--- src/rtl/utlb_pkg.sv ---
`timescale 1ns/1ps
package utlb_pkg;

    localparam int VA_W     = 32;
    localparam int SMALL_SH = 12;
    localparam int LARGE_SH = 16;
    localparam int SECT_SH  = 20;
    localparam int PG_W     = VA_W - SMALL_SH;
    localparam int AP_W     = 2;
    localparam int QTR      = 4;
    localparam int AP_ALL_W = QTR * AP_W;

    typedef enum logic [1:0] {
        PG_SMALL = 2'd0,
        PG_LARGE = 2'd1,
        PG_SECT  = 2'd2,
        PG_RSVD  = 2'd3
    } pg_size_e;

    typedef enum logic [1:0] {
        MNT_NONE     = 2'd0,
        MNT_INV_ALL  = 2'd1,
        MNT_INV_VA   = 2'd2,
        MNT_SET_LOCK = 2'd3
    } mnt_op_e;

    typedef struct packed {
        logic                valid;
        pg_size_e            size;
        logic [PG_W-1:0]     vtag;
        logic [PG_W-1:0]     ptag;
        logic [AP_ALL_W-1:0] ap;
    } tlb_entry_t;

    // Tag compare for one entry under its own page size.
    function automatic logic entry_hits(input tlb_entry_t e, input logic [VA_W-1:0] va);
        logic m;
        unique case (e.size)
            PG_SMALL: m = (e.vtag == va[VA_W-1:SMALL_SH]);
            PG_LARGE: m = (e.vtag[PG_W-1:LARGE_SH-SMALL_SH] == va[VA_W-1:LARGE_SH]);
            PG_SECT:  m = (e.vtag[PG_W-1:SECT_SH-SMALL_SH] == va[VA_W-1:SECT_SH]);
            default:  m = 1'b0;
        endcase
        return e.valid && m;
    endfunction

endpackage

--- src/rtl/utlb_match.sv ---
`timescale 1ns/1ps
module utlb_match
    import utlb_pkg::*;
(
    input  tlb_entry_t       ent,
    input  logic [VA_W-1:0]  va,
    output logic             match,
    output logic [VA_W-1:0]  pa,
    output logic [AP_W-1:0]  perm
);

    logic [1:0] qsel;

    always_comb begin
        match = entry_hits(ent, va);
        pa    = '0;
        qsel  = '0;
        unique case (ent.size)
            PG_SMALL: begin
                pa   = {ent.ptag, va[SMALL_SH-1:0]};
                qsel = va[SMALL_SH-1:SMALL_SH-2];
            end
            PG_LARGE: begin
                pa   = {ent.ptag[PG_W-1:LARGE_SH-SMALL_SH], va[LARGE_SH-1:0]};
                qsel = va[LARGE_SH-1:LARGE_SH-2];
            end
            PG_SECT: begin
                pa   = {ent.ptag[PG_W-1:SECT_SH-SMALL_SH], va[SECT_SH-1:0]};
                qsel = 2'd0;
            end
            default: begin
                pa   = '0;
                qsel = 2'd0;
            end
        endcase
        perm = ent.ap[int'(qsel)*AP_W +: AP_W];
    end

endmodule

--- src/rtl/utlb_lookup.sv ---
`timescale 1ns/1ps
module utlb_lookup
    import utlb_pkg::*;
#(
    parameter int ENTRIES = 16
) (
    input  logic                      clk,
    input  logic                      rst_n,
    input  tlb_entry_t [ENTRIES-1:0]  ents,
    input  logic [VA_W-1:0]           va,
    output logic                      hit,
    output logic [VA_W-1:0]           pa,
    output logic [AP_W-1:0]           perm
);

    logic [ENTRIES-1:0] match_v;
    logic [VA_W-1:0]    pa_v   [ENTRIES];
    logic [AP_W-1:0]    perm_v [ENTRIES];
    logic [ENTRIES-1:0] sel_oh;

    for (genvar g = 0; g < ENTRIES; g++) begin : g_cmp
        utlb_match i_match (
            .ent   (ents[g]),
            .va    (va),
            .match (match_v[g]),
            .pa    (pa_v[g]),
            .perm  (perm_v[g])
        );
    end

    // Lowest index wins: scan downward so the last write is the lowest match.
    always_comb begin
        hit    = 1'b0;
        pa     = '0;
        perm   = '0;
        sel_oh = '0;
        for (int k = ENTRIES - 1; k >= 0; k--) begin
            if (match_v[k]) begin
                sel_oh    = '0;
                sel_oh[k] = 1'b1;
                hit       = 1'b1;
                pa        = pa_v[k];
                perm      = perm_v[k];
            end
        end
    end

    a_r5_lowest_match: assert property (@(posedge clk) disable iff (!rst_n)
        hit |-> ((match_v & (sel_oh - 1'b1)) == '0));

    a_r5_single_select: assert property (@(posedge clk) disable iff (!rst_n)
        $onehot0(sel_oh) && (hit == (|match_v)));

endmodule

--- src/rtl/utlb_victim.sv ---
`timescale 1ns/1ps
module utlb_victim #(
    parameter int ENTRIES = 16,
    localparam int IDX_W  = $clog2(ENTRIES),
    localparam int BASE_W = $clog2(ENTRIES + 1)
) (
    input  logic              clk,
    input  logic              rst_n,
    input  logic [BASE_W-1:0] base,
    input  logic [IDX_W-1:0]  ptr,
    output logic              can_fill,
    output logic [IDX_W-1:0]  victim,
    output logic [IDX_W-1:0]  ptr_next
);

    localparam logic [BASE_W-1:0] FULL = BASE_W'(ENTRIES);
    localparam logic [IDX_W-1:0]  LAST = IDX_W'(ENTRIES - 1);

    logic [BASE_W-1:0] ptr_ext;
    logic [BASE_W-1:0] vic_ext;

    always_comb begin
        ptr_ext  = BASE_W'(ptr);
        can_fill = (base < FULL);
        vic_ext  = (ptr_ext < base) ? base : ptr_ext;
        victim   = vic_ext[IDX_W-1:0];
        ptr_next = (victim == LAST) ? base[IDX_W-1:0] : victim + 1'b1;
    end

    a_r6_victim_unlocked: assert property (@(posedge clk) disable iff (!rst_n)
        can_fill |-> (BASE_W'(victim) >= base));

    a_r6_next_in_range: assert property (@(posedge clk) disable iff (!rst_n)
        can_fill |-> (BASE_W'(ptr_next) >= base));

endmodule

--- src/rtl/utlb_lockdown.sv ---
`timescale 1ns/1ps
module utlb_lockdown
    import utlb_pkg::*;
#(
    parameter int ENTRIES = 16,
    localparam int IDX_W  = $clog2(ENTRIES),
    localparam int BASE_W = $clog2(ENTRIES + 1)
) (
    input  logic              clk,
    input  logic              rst_n,
    input  logic [31:0]       ilk_va,
    output logic              ilk_hit,
    output logic [31:0]       ilk_pa,
    output logic [1:0]        ilk_perm,
    input  logic [31:0]       dlk_va,
    output logic              dlk_hit,
    output logic [31:0]       dlk_pa,
    output logic [1:0]        dlk_perm,
    input  logic              fill_valid,
    input  logic [31:0]       fill_va,
    input  logic [31:0]       fill_pa,
    input  logic [1:0]        fill_size,
    input  logic [7:0]        fill_perm,
    input  logic [1:0]        mnt_op,
    input  logic [31:0]       mnt_va,
    input  logic [BASE_W-1:0] mnt_base
);

    localparam logic [BASE_W-1:0] FULL = BASE_W'(ENTRIES);

    typedef struct packed {
        tlb_entry_t [ENTRIES-1:0] ent;
        logic [BASE_W-1:0]        base;
        logic [IDX_W-1:0]         ptr;
    } state_t;

    state_t st_q, st_d;

    mnt_op_e          op;
    pg_size_e         fsz;
    logic             can_fill;
    logic [IDX_W-1:0] victim;
    logic [IDX_W-1:0] ptr_next;
    logic             fill_go;

    assign op  = mnt_op_e'(mnt_op);
    assign fsz = pg_size_e'(fill_size);

    utlb_victim #(.ENTRIES(ENTRIES)) i_victim (
        .clk      (clk),
        .rst_n    (rst_n),
        .base     (st_q.base),
        .ptr      (st_q.ptr),
        .can_fill (can_fill),
        .victim   (victim),
        .ptr_next (ptr_next)
    );

    // Instruction-side and data-side ports share the one array.
    utlb_lookup #(.ENTRIES(ENTRIES)) i_lk_instr (
        .clk   (clk),
        .rst_n (rst_n),
        .ents  (st_q.ent),
        .va    (ilk_va),
        .hit   (ilk_hit),
        .pa    (ilk_pa),
        .perm  (ilk_perm)
    );

    utlb_lookup #(.ENTRIES(ENTRIES)) i_lk_data (
        .clk   (clk),
        .rst_n (rst_n),
        .ents  (st_q.ent),
        .va    (dlk_va),
        .hit   (dlk_hit),
        .pa    (dlk_pa),
        .perm  (dlk_perm)
    );

    always_comb begin
        st_d    = st_q;
        fill_go = 1'b0;
        unique case (op)
            MNT_INV_ALL: begin
                for (int k = 0; k < ENTRIES; k++) begin
                    st_d.ent[k].valid = 1'b0;
                end
            end
            MNT_INV_VA: begin
                for (int k = 0; k < ENTRIES; k++) begin
                    if (entry_hits(st_q.ent[k], mnt_va)) begin
                        st_d.ent[k].valid = 1'b0;
                    end
                end
            end
            MNT_SET_LOCK: begin
                st_d.base = (mnt_base > FULL) ? FULL : mnt_base;
            end
            default: begin
                fill_go = fill_valid && (fsz != PG_RSVD) && can_fill;
            end
        endcase
        if (fill_go) begin
            st_d.ent[victim].valid = 1'b1;
            st_d.ent[victim].size  = fsz;
            st_d.ent[victim].vtag  = fill_va[VA_W-1:SMALL_SH];
            st_d.ent[victim].ptag  = fill_pa[VA_W-1:SMALL_SH];
            st_d.ent[victim].ap    = fill_perm;
            st_d.ptr               = ptr_next;
        end
    end

    always_ff @(posedge clk or negedge rst_n) begin
        if (!rst_n) begin
            st_q <= '0;
        end else begin
            st_q <= st_d;
        end
    end

    a_r8_base_bounded: assert property (@(posedge clk) disable iff (!rst_n)
        st_q.base <= FULL);

    a_r9_inv_all_misses: assert property (@(posedge clk) disable iff (!rst_n)
        (op == MNT_INV_ALL) |=> (!ilk_hit && !dlk_hit));

    a_r11_maint_holds_ptr: assert property (@(posedge clk) disable iff (!rst_n)
        (op != MNT_NONE) |=> $stable(st_q.ptr));

    a_r12_rsvd_size_holds_ptr: assert property (@(posedge clk) disable iff (!rst_n)
        (fill_valid && fsz == PG_RSVD) |=> $stable(st_q.ptr));

    for (genvar g = 0; g < ENTRIES; g++) begin : g_lockchk
        a_r7_locked_kept: assert property (@(posedge clk) disable iff (!rst_n)
            (fill_valid && op == MNT_NONE && BASE_W'(g) < st_q.base) |=> $stable(st_q.ent[g]));
    end

endmodule

--- config.mk ---
export PLATFORM = sky130hd
export DESIGN_NAME = utlb_lockdown
export DESIGN_NICKNAME = d
export VERILOG_FILES = /design/src/rtl/utlb_pkg.sv /design/src/rtl/utlb_match.sv /design/src/rtl/utlb_lookup.sv /design/src/rtl/utlb_victim.sv /design/src/rtl/utlb_lockdown.sv
export SDC_FILE = /design/constraint.sdc
export NUM_CORES = 2
export LEC_CHECK = 0
export ABC_AREA = 1
export BUFFER_PORTS_ARGS = -buffer_cell sky130_fd_sc_hd__buf_2
export CAP_MARGIN = 20
export CORE_MARGIN = 8
export CORE_UTILIZATION = 30
export DETAILED_ROUTE_END_ITERATION = 10
export GPL_TIMING_DRIVEN = 0
export PLACE_DENSITY_LB_ADDON = 0.12
export SYNTH_ARGS = -nofsm -noshare
export SYNTH_HDL_FRONTEND = slang
export SYNTH_SLANG_ARGS = --single-unit
export TNS_END_PERCENT = 5
--- constraint.sdc ---
create_clock -name clk -period 9.2 [get_ports clk]
set_input_delay 1.38 -clock clk [delete_from_list [all_inputs] [get_ports clk]]
set_output_delay 1.38 -clock clk [all_outputs]
set_load 0.05 [all_outputs]
==> impl_metrics.yaml <==
sta:
  skew_ns: 0.0273
  fmax_mhz: 129
  finalSetupViolations: 0
  min_period_ns: 7.76
  hold_viol_final: 0
  fin_crit_sh_pct: 84.3
  rsz0062_at_grt: "false"
  slew_viol_final: 0
  fin_setup_tns_ns: 0
  tightest_slew_ns: 1.33
  max-slew-margin-rel_pct: 11.0
pwr:
  p_seq_share_pct: 38.4
  pwr-share-clk_pct: 37.9
  switching_power_mw: 4.36
  swShare_pct: 35.9
  p_per_area_nw_per_um2: 185
  power_leakage_nw: 29.7
  finalPower_mw: 12.1
  intPower_mw: 7.79
  p_comb_share_pct: 23.7
  peakVddDrop_mv: 0.152
global_route:
  gr-usage-met3_pct: 5.70
  top_usage_layer: "met2"
  grt_pass1_vias: 59000
  met2_usage_pct: 46.7
  antenna_found_initial: 29
  gr-usage-all-layers_pct: 30.9
  grt_pass1_wl_mm: 457
  grt_max_degree: 112
  grtUsageMet1_pct: 42.1
  grt_overflow: 0
clock_tree:
  cts.sinks: 825
  cts_buffer_depth: 3
  htree_levels: 3
  path_clk_slew_ns: 0.06
  cts-root-buf: "clkbuf_16"
  ctsHoldBuffers: 0
  cts_inserted_buffers: 108
  cts_tree: "done"
  clk_latency_ns: 0.76
  postCtsSetupBuffers: 0
  cts.repair.resized: 0
detailed_routing:
  first_pass_iters: 7
  antenna_left: 0
  via_count: 63200
  detailedRoute.firstIterationViolations: 8146
  wl_mm: 331
  wl_per_cell_um: 29.3
  via_per_inst: 5.59
  drc: 0
layout:
  nNetsFinal: 8887
  area_delta_synth_final_pct: 15.2
  layout-drive-gt1-share_pct: 7.34
logic_synthesis:
  yosysUniqueCellTypes: 71
  synth_area_leaders: "dfrtp_1 36%, nand2_1 17%, o21ai_0 12%"
  syn_nets: 8552
  synth.most_common_cell: "nand2_1"
  avgSynthCellArea_um2: 6.83
  yosys_warnings: 0
  synth_ff_type: "dfrtp_1"
  synthCells: 8362
  synth_edf_count: 0
  synth-seq-cells: 825
  yosysSeqAreaShare_pct: 36.2
  ys_async_sr_fraction_pct: 100
  synth_top_cell_by_area: "dfrtp_1"
  ys_top_cells_by_count: "2,521 x nand2_1, 1,334 x o21ai_0, 840 x inv_1"
  synth_area_um2: 57100
  synth_top_area_share_pct: 36.2
setup_path:
  worstPathMaxFanout: 10
  startpoint_type: "input port"
  worstSetupPathType: "input port to output port"
  endpoint_kind: "output port"
  cp_data_required_time_ns: 7.82
  crit_arrival_ns: 6.38
job:
  drv_cap: 0
floorplan:
  rows: 160
  io_pins: 250
  die_area_um2: 205000
  die_x_um: 452
  start_util_pct: 30.1
  die_y_um: 452
  core_um2: 190000
status:
  status: "finished clean"
place:
  gp_congestion: 1.02
  port_buffers: 173
  hpwl_mm: 259
worst_hold_path:
  hp-class: "flip-flop to flip-flop"
path summary, 6_finish.rpt:
check                           startpoint          to  slack [ns]  cells after the start
worst max-delay path            dlk_va[23]  dlk_pa[17]        1.44                     20
worst min-delay path             st_q[212]   st_q[212]        0.47                      2
worst max register to register     st_q[1]   flip-flop        4.72                     16
worst min register to register   st_q[212]   st_q[212]        0.47                      2
max in group asynchronous            rst_n   async pin        6.15                      5
min in group asynchronous            rst_n   async pin        0.64                      1
per-layer routing:
| layer | wire length, µm | vias up |
|---|---|---|
| met3 | 29900 | 669 |
| li1 | - | 28300 |
| met1 | 140000 | 30700 |
| met5 | 33 | - |
| met2 | 140000 | 3433 |
| met4 | 20300 | 4 |
power groups by stage:
stage                     sequential [mW]  combinational [mW]  clock [mW]
after floorplan                      4.51                1.83           0
after global placement               4.71                2.71           0
after detailed placement             4.71                2.79           0
after CTS                            4.65                2.80        4.68
after global routing                 4.72                3.14        4.81
final                                4.67                2.88        4.60
cell families after synthesis:
logic type	synth area share, %
AND/OR/NAND/NOR	24.0
buffers and inverters	10.2
AO/OA/AOI/OAI	22.3
flip-flops	36.2
adder cells (fa/ha/maj)	0.219
XOR/XNOR	7.13
per-stage QoR:
step / setup WS (ns) / hold slack [ns] / area, µm² / util (%) / std cells
after floorplan: 3.87 / 0.441 / 57100 / - / 8362
after global placement: -12.58 / 0.456 / 61100 / 32.2 / 11000
after detailed placement: 1.73 / 0.458 / 61900 / 32.7 / 11100
final: 1.44 / 0.471 / 65800 / 34.7 / 11300
after CTS: 1.72 / 0.472 / 65700 / 34.7 / 11300
after global routing: 1.52 / 0.496 / 65800 / 34.7 / 11300
layout make-up:
cell class              count  area (µm²)
clock inverters            38         542
repair buffers            225        1740
clock buffers             158        3200
diodes                      5        12.5
flip-flops and latches    825       20600
inverters                 876        3290
well taps                2511        3140
multi-input cells        6100       30700
plain buffers             561        2520
fillers                 20600      124000
layout by cell type (no fill, tap or decap), drive strengths merged, types with 11 or more instances in the layout:
cell     count
nand4       70
nand2     2536
clkinv      30
or2         20
a221oi      62
nor3        63
o21a        16
o221ai      39
a32oi       14
nor2       399
o22ai      383
a21oi      116
a2111oi     27
o21ai     1391
xnor2      205
bufinv      12
clkbuf     524
o21bai      19
a22oi       17
a211oi      13
inv        868
nor4        66
o211ai      34
buf        420
o41ai       23
xor2       260
dfrtp      825
nand3      225
a31oi       11
critical path, stage by stage:
cell	delay, ns
buf_2	0.42
buf_2	0.62
xor2_1	0.13
a2111oi_0	0.44
nand4_1	0.16
nor4_1	0.97
nand2_1	0.56
clkbuf_1	0.44
nand2_1	0.14
inv_1	0.04
nand2_1	0.11
nand2_1	0.10
nand2_1	0.09
nand2_1	0.06
nand2_1	0.10
nand2_1	0.06
nand2_1	0.06
nand2_1	0.05
nand2_1	0.10
buf_2	0.28
Note: power is estimated with default switching activity, not from simulation.
